==> src/rtl/lutcell_pkg.sv <==
package lutcell_pkg;
  localparam int WIDE_IN        = 4;
  localparam int NARROW_IN      = 3;
  localparam int C_LINES        = 3;
  localparam int PICK_W         = 2;
  localparam int WIDE_ENTRIES   = 1 << WIDE_IN;
  localparam int NARROW_ENTRIES = 1 << NARROW_IN;
  localparam int WIDE_TABLES    = 2;

  typedef struct packed {
    logic [WIDE_ENTRIES-1:0]   fTab;
    logic [WIDE_ENTRIES-1:0]   gTab;
    logic [NARROW_ENTRIES-1:0] hTab;
    logic                      selA;
    logic                      selB;
    logic [PICK_W-1:0]         pickA;
    logic [PICK_W-1:0]         pickB;
    logic [PICK_W-1:0]         pickC;
  } cellCfg_t;

  localparam int CHAIN_LEN = $bits(cellCfg_t);

  typedef struct packed {
    logic shift;
    logic commit;
  } cfgStrobe_t;
endpackage

==> src/rtl/lutcell_lut.sv <==
module lutcell_lut #(
  parameter int IN_W = 4,
  localparam int ENTRIES = 1 << IN_W
) (
  input  logic [ENTRIES-1:0] tab,
  input  logic [IN_W-1:0]    addr,
  output logic               dataOut
);
  always_comb dataOut = tab[addr];
endmodule

==> src/rtl/lutcell_ctrl.sv <==
module lutcell_ctrl
  import lutcell_pkg::*;
(
  input  logic       clk,
  input  logic       rstN,
  input  logic       cfgEn,
  output cfgStrobe_t strobe
);
  localparam int CNT_W = $clog2(CHAIN_LEN);
  localparam logic [CNT_W-1:0] LAST_IDX = CNT_W'(CHAIN_LEN - 1);

  logic [CNT_W-1:0] bitCnt;
  logic             atLast;

  always_comb atLast = (bitCnt == LAST_IDX);

  always_ff @(posedge clk or negedge rstN) begin
    if (!rstN)        bitCnt <= '0;
    else if (!cfgEn)  bitCnt <= '0;
    else if (atLast)  bitCnt <= '0;
    else              bitCnt <= bitCnt + 1'b1;
  end

  always_comb begin
    strobe.shift  = cfgEn;
    strobe.commit = cfgEn && atLast;
  end

  // the counter never runs past the last bit of a word
  assert_cnt_bound_R3: assert property (@(posedge clk) disable iff (!rstN)
    bitCnt <= LAST_IDX);

  // a gap in the enable restarts the count
  assert_abort_restart_R4: assert property (@(posedge clk) disable iff (!rstN)
    !cfgEn |=> !strobe.commit);
endmodule

==> src/rtl/lutcell_dp.sv <==
module lutcell_dp
  import lutcell_pkg::*;
(
  input  logic                 clk,
  input  logic                 rstN,
  input  cfgStrobe_t           strobe,
  input  logic                 cfgData,
  input  logic [WIDE_IN-1:0]   fIn,
  input  logic [WIDE_IN-1:0]   gIn,
  input  logic [C_LINES-1:0]   cIn,
  output logic                 outX,
  output logic                 outY,
  output logic                 outZ
);
  logic [CHAIN_LEN-2:0] shiftReg;
  cellCfg_t             active;
  logic [CHAIN_LEN-1:0] nextWord;

  always_comb nextWord = {shiftReg, cfgData};

  always_ff @(posedge clk or negedge rstN) begin
    if (!rstN) begin
      shiftReg <= '0;
      active   <= '0;
    end else begin
      if (strobe.shift)  shiftReg <= nextWord[CHAIN_LEN-2:0];
      if (strobe.commit) active   <= cellCfg_t'(nextWord);
    end
  end

  function automatic logic pickLine(input logic [PICK_W-1:0] sel,
                                    input logic [C_LINES-1:0] lines);
    case (sel)
      2'd1:    return lines[1];
      2'd2:    return lines[2];
      default: return lines[0];
    endcase
  endfunction

  logic [WIDE_ENTRIES-1:0] wideTab  [WIDE_TABLES];
  logic [WIDE_IN-1:0]      wideAddr [WIDE_TABLES];
  logic                    wideOut  [WIDE_TABLES];

  always_comb begin
    wideTab[0]  = active.fTab;
    wideTab[1]  = active.gTab;
    wideAddr[0] = fIn;
    wideAddr[1] = gIn;
  end

  for (genvar t = 0; t < WIDE_TABLES; t++) begin : gWide
    lutcell_lut #(.IN_W(WIDE_IN)) uLut (
      .tab(wideTab[t]), .addr(wideAddr[t]), .dataOut(wideOut[t]));
  end

  logic [NARROW_IN-1:0] hAddr;
  logic                 hOut;

  always_comb begin
    hAddr[0] = active.selA ? pickLine(active.pickA, cIn) : wideOut[0];
    hAddr[1] = active.selB ? pickLine(active.pickB, cIn) : wideOut[1];
    hAddr[2] = pickLine(active.pickC, cIn);
  end

  lutcell_lut #(.IN_W(NARROW_IN)) uNarrow (
    .tab(active.hTab), .addr(hAddr), .dataOut(hOut));

  always_comb begin
    outX = wideOut[0];
    outZ = wideOut[1];
    outY = hOut;
  end

  // active configuration changes only on a commit strobe
  assert_cfg_hold_R4: assert property (@(posedge clk) disable iff (!rstN)
    !strobe.commit |=> $stable(active));

  // a commit captures the completed serial word
  assert_commit_word_R3: assert property (@(posedge clk) disable iff (!rstN)
    strobe.commit |=> (active == $past(nextWord)));

  // in merge mode the narrow table acts as a 2:1 mux steered by cIn[0]
  assert_merge_mux_R9: assert property (@(posedge clk) disable iff (!rstN)
    (!active.selA && !active.selB && active.pickC == 2'd0 && active.hTab == 8'hAC)
      |-> (outY == (cIn[0] ? outX : outZ)));
endmodule

==> src/rtl/lutcell.sv <==
module lutcell
  import lutcell_pkg::*;
(
  input  logic                clk,
  input  logic                rstN,
  input  logic                cfgEn,
  input  logic                cfgData,
  input  logic [WIDE_IN-1:0]  fIn,
  input  logic [WIDE_IN-1:0]  gIn,
  input  logic [C_LINES-1:0]  cIn,
  output logic                outX,
  output logic                outY,
  output logic                outZ
);
  cfgStrobe_t strobe;

  lutcell_ctrl uCtrl (.clk(clk), .rstN(rstN), .cfgEn(cfgEn), .strobe(strobe));

  lutcell_dp uDp (
    .clk(clk), .rstN(rstN), .strobe(strobe), .cfgData(cfgData),
    .fIn(fIn), .gIn(gIn), .cIn(cIn),
    .outX(outX), .outY(outY), .outZ(outZ));
endmodule

==> config.mk <==
export PLATFORM = sky130hd
export DESIGN_NAME = lutcell
export DESIGN_NICKNAME = d
export VERILOG_FILES = /design/src/rtl/lutcell_pkg.sv /design/src/rtl/lutcell_lut.sv /design/src/rtl/lutcell_ctrl.sv /design/src/rtl/lutcell_dp.sv /design/src/rtl/lutcell.sv
export SDC_FILE = /design/constraint.sdc
export NUM_CORES = 1
export LEC_CHECK = 0
export BUFFER_PORTS_ARGS = -buffer_cell sky130_fd_sc_hd__buf_2
export CAP_MARGIN = 20
export CORE_MARGIN = 3
export CORE_UTILIZATION = 45
export DETAILED_ROUTE_END_ITERATION = 10
export MAX_ROUTING_LAYER = met4
export PLACE_DENSITY_LB_ADDON = 0.1
export SYNTH_ARGS = -nofsm -noshare
export SYNTH_HDL_FRONTEND = slang
export SYNTH_SLANG_ARGS = --single-unit
==> constraint.sdc <==
create_clock -name clk -period 2.86 [get_ports clk]
set_clock_uncertainty 0.15 [all_clocks]
set_input_delay 0 -clock clk [delete_from_list [all_inputs] [get_ports clk]]
set_output_delay 0 -clock clk [all_outputs]
set_load 0.03 [all_outputs]
* Word level (Yosys, flattened, before mapping)
Index checks and enable logic that the tools add are counted.
** Storage, ports and cells
- Logic and storage cells :: 35
- Output and inout port bits :: 3
- Register bits :: 101
- Input port bits :: 15
** Cells by class
- Add/subtract/negate cells :: 1
- Multiplexer cells :: 13
- Reduce and logical (&&, ||, !) cells :: 1
- Magnitude comparators :: 3
- Equality and inequality tests :: 7
** Operators by type and width (number)
- $mux W6 :: 2
- $lt A4 B5 Y1 const B :: 2
- $bmux W1 S4 :: 2
- $add A6 B1 Y6 const B :: 1
- $eq A2 B1 Y1 const B :: 3
- $eq A2 B2 Y1 const B :: 3
- $eq A6 B6 Y1 const B :: 1
- $pmux W1 S2 :: 3
- $mux W1 :: 5
- $lt A3 B4 Y1 const B :: 1
- $bmux W1 S3 :: 1
- $logic_and A1 B1 Y1 :: 1

* Longest topological paths before layout
- Depth after elaboration :: 5
- Depth in mapped cells :: 7
- Depth with buffers taken out :: 7

* Cells and area by module
A second synthesis with hierarchy kept.
** Second synthesis, totals
- Cells, all modules :: 275
- Area total of the unflattened synthesis :: 4478.0 um^2
** Modules (own cells, without submodules)
- lutcell_dp :: seq. area each 2377.3 um^2, times used 1, area each 3862.5 um^2, cells an instance 232
- lutcell_ctrl :: seq. area each 150.1 um^2, times used 1, area each 281.5 um^2, cells an instance 26
- lutcell_lut at uDp.gWide[0].uLut ... :: seq. area each 0.0 um^2, times used 2, area each 135.1 um^2, cells an instance 7
- lutcell_lut at uDp.uNarrow :: seq. area each 0.0 um^2, times used 1, area each 63.8 um^2, cells an instance 3

* Least setup slack after synthesis
OpenSTA, ideal clock, no wires.
- Path type :: flip-flop to output port
- Start :: register uDp.active[23] (netlist name)
- End :: output port outY
- Stages on the path, launching flop included :: 5
- Setup slack :: 695 ps
- Path buffers :: 0
- Arrival :: 2015 ps
- Required time :: 2710 ps
- Path through :: dfrtp_1 -> mux4_1 -> mux4_2 -> mux2i_1 -> mux2_2
** Between the ends
- Word-level cells in the longest chain between the ends :: 5
** RTL lines
- start: declaration :: RTL line lutcell_dp.sv:16 : cellCfg_t active;
- start signal: assignment :: RTL line lutcell_dp.sv:27 : if (strobe.commit) active <= cellCfg_t'(nextWord);
- $bmux W1 S4 :: RTL line lutcell_lut.sv:9 : always_comb dataOut = tab[addr];
- $mux W1 (not written as such) :: RTL line lutcell_lut.sv:9
- named net outZ :: RTL line lutcell.sv:13 : output logic outZ
- $mux W1 :: RTL line lutcell_dp.sv:61 : hAddr[1] = active.selB ? pickLine(active.pickB, cIn) : wideOut[1];
- $bmux W1 S3 :: RTL line lutcell_lut.sv:9
- $mux W1 (not written as such) :: RTL line lutcell_lut.sv:9
- end: declaration :: RTL line lutcell.sv:12 : output logic outY,
The timed path passes the listed nets, and every way through them passes these cells. The select of a mux whose other input is x is not followed.

* Worst setup path after layout
- Start :: register uDp.active[23] (netlist name)
- End :: output port outY
** Between the ends
- Word-level cells in the longest chain between the ends :: 5
** RTL lines (RTL line)
- $bmux W1 S4 :: lutcell_lut.sv:9
- $mux W1 (not written as such) :: lutcell_lut.sv:9
- $mux W1 :: lutcell_dp.sv:61
- $bmux W1 S3 :: lutcell_lut.sv:9
- $mux W1 (not written as such) :: lutcell_lut.sv:9
Every way passes these cells. The select of a mux whose other input is x is not followed.

==> results.sh <==
export IMPL_drtIter0Drc=51
export IMPL_p_int_w=0.00227
export IMPL_worst_slew_pin_slew_ns=0.649
export IMPL_crit_path_start="uDp.active[23]$_DFFE_PN0P_"
export IMPL_ys_dominant_reg_cell="dfrtp_1"
export IMPL_insertion_delay_ns=0.36
export IMPL_synth_area_top_cells="dfrtp_1 59%, mux2_1 18%, mux2_2 6.8%"
export IMPL_drc=0
export IMPL_drv_cap=0
export IMPL_reg2reg_to="uDp.active[9]$_DFFE_PN0P_"
export IMPL_layout_drive_gt1_share=0.236
export IMPL_synth_seq_cells=101
export IMPL_setup_viol=0
export IMPL_pwr_share_comb=0.085
export IMPL_seq_area_frac_synth=0.591
export IMPL_routed_via_density=5.15
export IMPL_p_sw_w=0.000740
export IMPL_wl_um=6560
export IMPL_die_area_um2=10700
export IMPL_netlist_cell_type_count=31
export IMPL_route_vias_total=2198
export IMPL_num_rows=34
export IMPL_path_max_fanout=2
export IMPL_antenna_found_initial=0
export IMPL_clk_pin_slew_ns=0.10
export IMPL_yosysTopAreaCellShare=0.591
export IMPL_place_gp_congestion=0.703
export IMPL_hpwl_um=4290
export IMPL_synthTopCellsByCount="101 x dfrtp_1, 70 x mux2_1, 26 x mux2_2"
export IMPL_maxSlewViolCount=0
export IMPL_tns_ns=0
export IMPL_nets=318
export IMPL_wl_per_cell_um=15.4
export IMPL_critical_path_endpoint="outY"
export IMPL_ys_warn_count=0
export IMPL_power_density_nw_per_um2=631
export IMPL_swShare=0.246
export IMPL_clockBufferDepth=2
export IMPL_area_growth_synth_to_final_pct=11.6
export IMPL_crit_type="reg -> out"
export IMPL_nFillCells=743
export IMPL_post_cts_buffers=0
export IMPL_yosysMostFrequentCell="dfrtp_1"
export IMPL_overflow=0
export IMPL_clkSinkCount=101
export IMPL_die_h_um=103
export IMPL_grt_max_degree=61
export IMPL_slew_headroom=0.567
export IMPL_core_area_um2=8980
export IMPL_cp_arrival_ns=2.47
export IMPL_groute_usage_overall=0.145
export IMPL_worstPathRequired_ns=2.71
export IMPL_clockPowerShare=0.338
export IMPL_synth_edf_count=0
export IMPL_chipWidth_um=103
export IMPL_end_kind="output port"
export IMPL_syn_area_um2=4280
export IMPL_p_leak_nw=2.40
export IMPL_ios=18
export IMPL_vdd_drop_max_mv=0.278
export IMPL_rr_startpoint="uCtrl.bitCnt[0]$_DFF_PN0_"
export IMPL_syn_avg_cell_area_um2=15.7
export IMPL_synth_area_leader_cell="dfrtp_1"
export IMPL_rsz0062_at_grt="no"
export IMPL_first_pass_iters=4
export IMPL_fin_crit_sh=0.917
export IMPL_cts_tree="done"
export IMPL_outcome="complete, no violations"
export IMPL_fin_util=0.532
export IMPL_reg2reg_slack_ns=0.67
export IMPL_async_flop_share=1.00
export IMPL_grt_pass1_wl_um=11300
export IMPL_grt_pass1_vias=2278
export IMPL_fin_crit_ns=2.62
export IMPL_fmax_mhz=381
export IMPL_p_seq_frac=0.577
export IMPL_hold_viol_final=0
export IMPL_holdCritPathClass="in -> async"
export IMPL_start_util=0.476
export IMPL_cts_root_buffer="clkbuf_8"
export IMPL_design_area_um2=4770
export IMPL_synth_net_count=295
export IMPL_cp_start_kind="register"
export IMPL_synth_cells=273
export IMPL_placed_area_um2=4520
export IMPL_port_buffers=17
export IMPL_cts_buffers=9
export IMPL_cts_htree_levels=3
export IMPL_reg2reg_depth=5
export IMPL_ant_nets=0
export IMPL_num_antenna_cells=0
worst min path at each step:
stage                     from                          to  slack, ns  cells after the start
final                     rstN  uDp.active[34]$_DFFE_PN0P_      0.005                      2
after global placement    rstN  uDp.active[35]$_DFFE_PN0P_      -0.12                      1
after CTS                 rstN  uDp.active[34]$_DFFE_PN0P_       0.03                      2
after global routing      rstN  uDp.active[34]$_DFFE_PN0P_       0.04                      2
after detailed placement  rstN  uDp.active[34]$_DFFE_PN0P_      -0.12                      1
after floorplan           rstN   uCtrl.bitCnt[0]$_DFF_PN0_      -0.45                      0
layout make-up:
type | instances | area [um2] | area share
multi-input combinational | 152 | 1670 | 0.351
clock inverter | 7 | 104 | 0.0218
clock buffer | 9 | 124 | 0.0260
tap | 126 | 158 | 0.0330
inverter | 9 | 33.8 | 0.00708
sequential | 101 | 2530 | 0.529
timing repair buffer | 23 | 153 | 0.0320
through the flow:
stage | setup WS, ns | power (W) | hold WS (ns) | std cells
3_3_place_gp | 0.630 | 0.00202 | -0.116 | 408
4_1_cts | 0.127 | 0.00307 | 0.0277 | 427
5_1_grt | 0.0972 | 0.00317 | 0.0379 | 427
2_1_floorplan | 0.695 | 0.00190 | -0.446 | 273
6_report | 0.237 | 0.00301 | 0.00539 | 427
3_5_place_dp | 0.548 | 0.00203 | -0.123 | 408
worst max-delay path: stages (launching register included):
cell,delay (ns)
dfrtp_1,0.39
mux4_1,0.51
mux4_2,0.52
mux2i_1,0.18
mux2_2,0.34
buf_2,0.17
per-layer routing:
metal	up-vias	routed length (um)	GRT usage
li1	1035	-	-
met1	1136	3150	0.180
met2	21	3140	0.229
met3	6	196	0.0443
met4	0	78	0.0418
met5	-	0	-
power groups by stage:
stage                     Clock, W  Sequential (W)  Combinational, W
after floorplan                  0         0.00171          0.000191
after global placement           0         0.00177          0.000253
after detailed placement         0         0.00177          0.000259
after CTS                  0.00106         0.00174          0.000266
after global routing       0.00111         0.00177          0.000291
final                      0.00102         0.00174          0.000257
placed cells by master, fill, tap and decap left out, types with 3 or more instances in the layout:
master         instances
dfrtp_1              101
mux2_1                70
mux2_2                26
buf_2                 16
clkbuf_8               9
inv_1                  8
mux2i_1                8
ha_1                   7
nor2_1                 6
mux4_2                 5
mux4_1                 4
inv_6                  4
nand3_1                3
dlygate4sd3_1          3
buf_4                  3
cell families (layout without fill, tap and decap cells):
family / after synthesis / after routing / synth area share
fa+ha+maj: 7 / 7 / 0.0205
compound gates: 10 / 10 / 0.0193
xor+xnor: 4 / 4 / 0.00819
flops: 101 / 101 / 0.591
mux: 113 / 113 / 0.322
buf+inv: 20 / 48 / 0.0178
simple gates: 18 / 18 / 0.0208
registers in the layout, indices dropped and copies added (netlist names):
register / flops
uDp.active: 48
uDp.shiftReg: 47
uCtrl.bitCnt: 6
timing repair:
item / 4_1_cts / 5_1_grt
hold buffers: 3 / 0
endpoints found under the hold margin: 104 / 0
resized for setup: 0 / 1
setup endpoints to repair: 0 / 1
(Power assumes the default switching activity.)
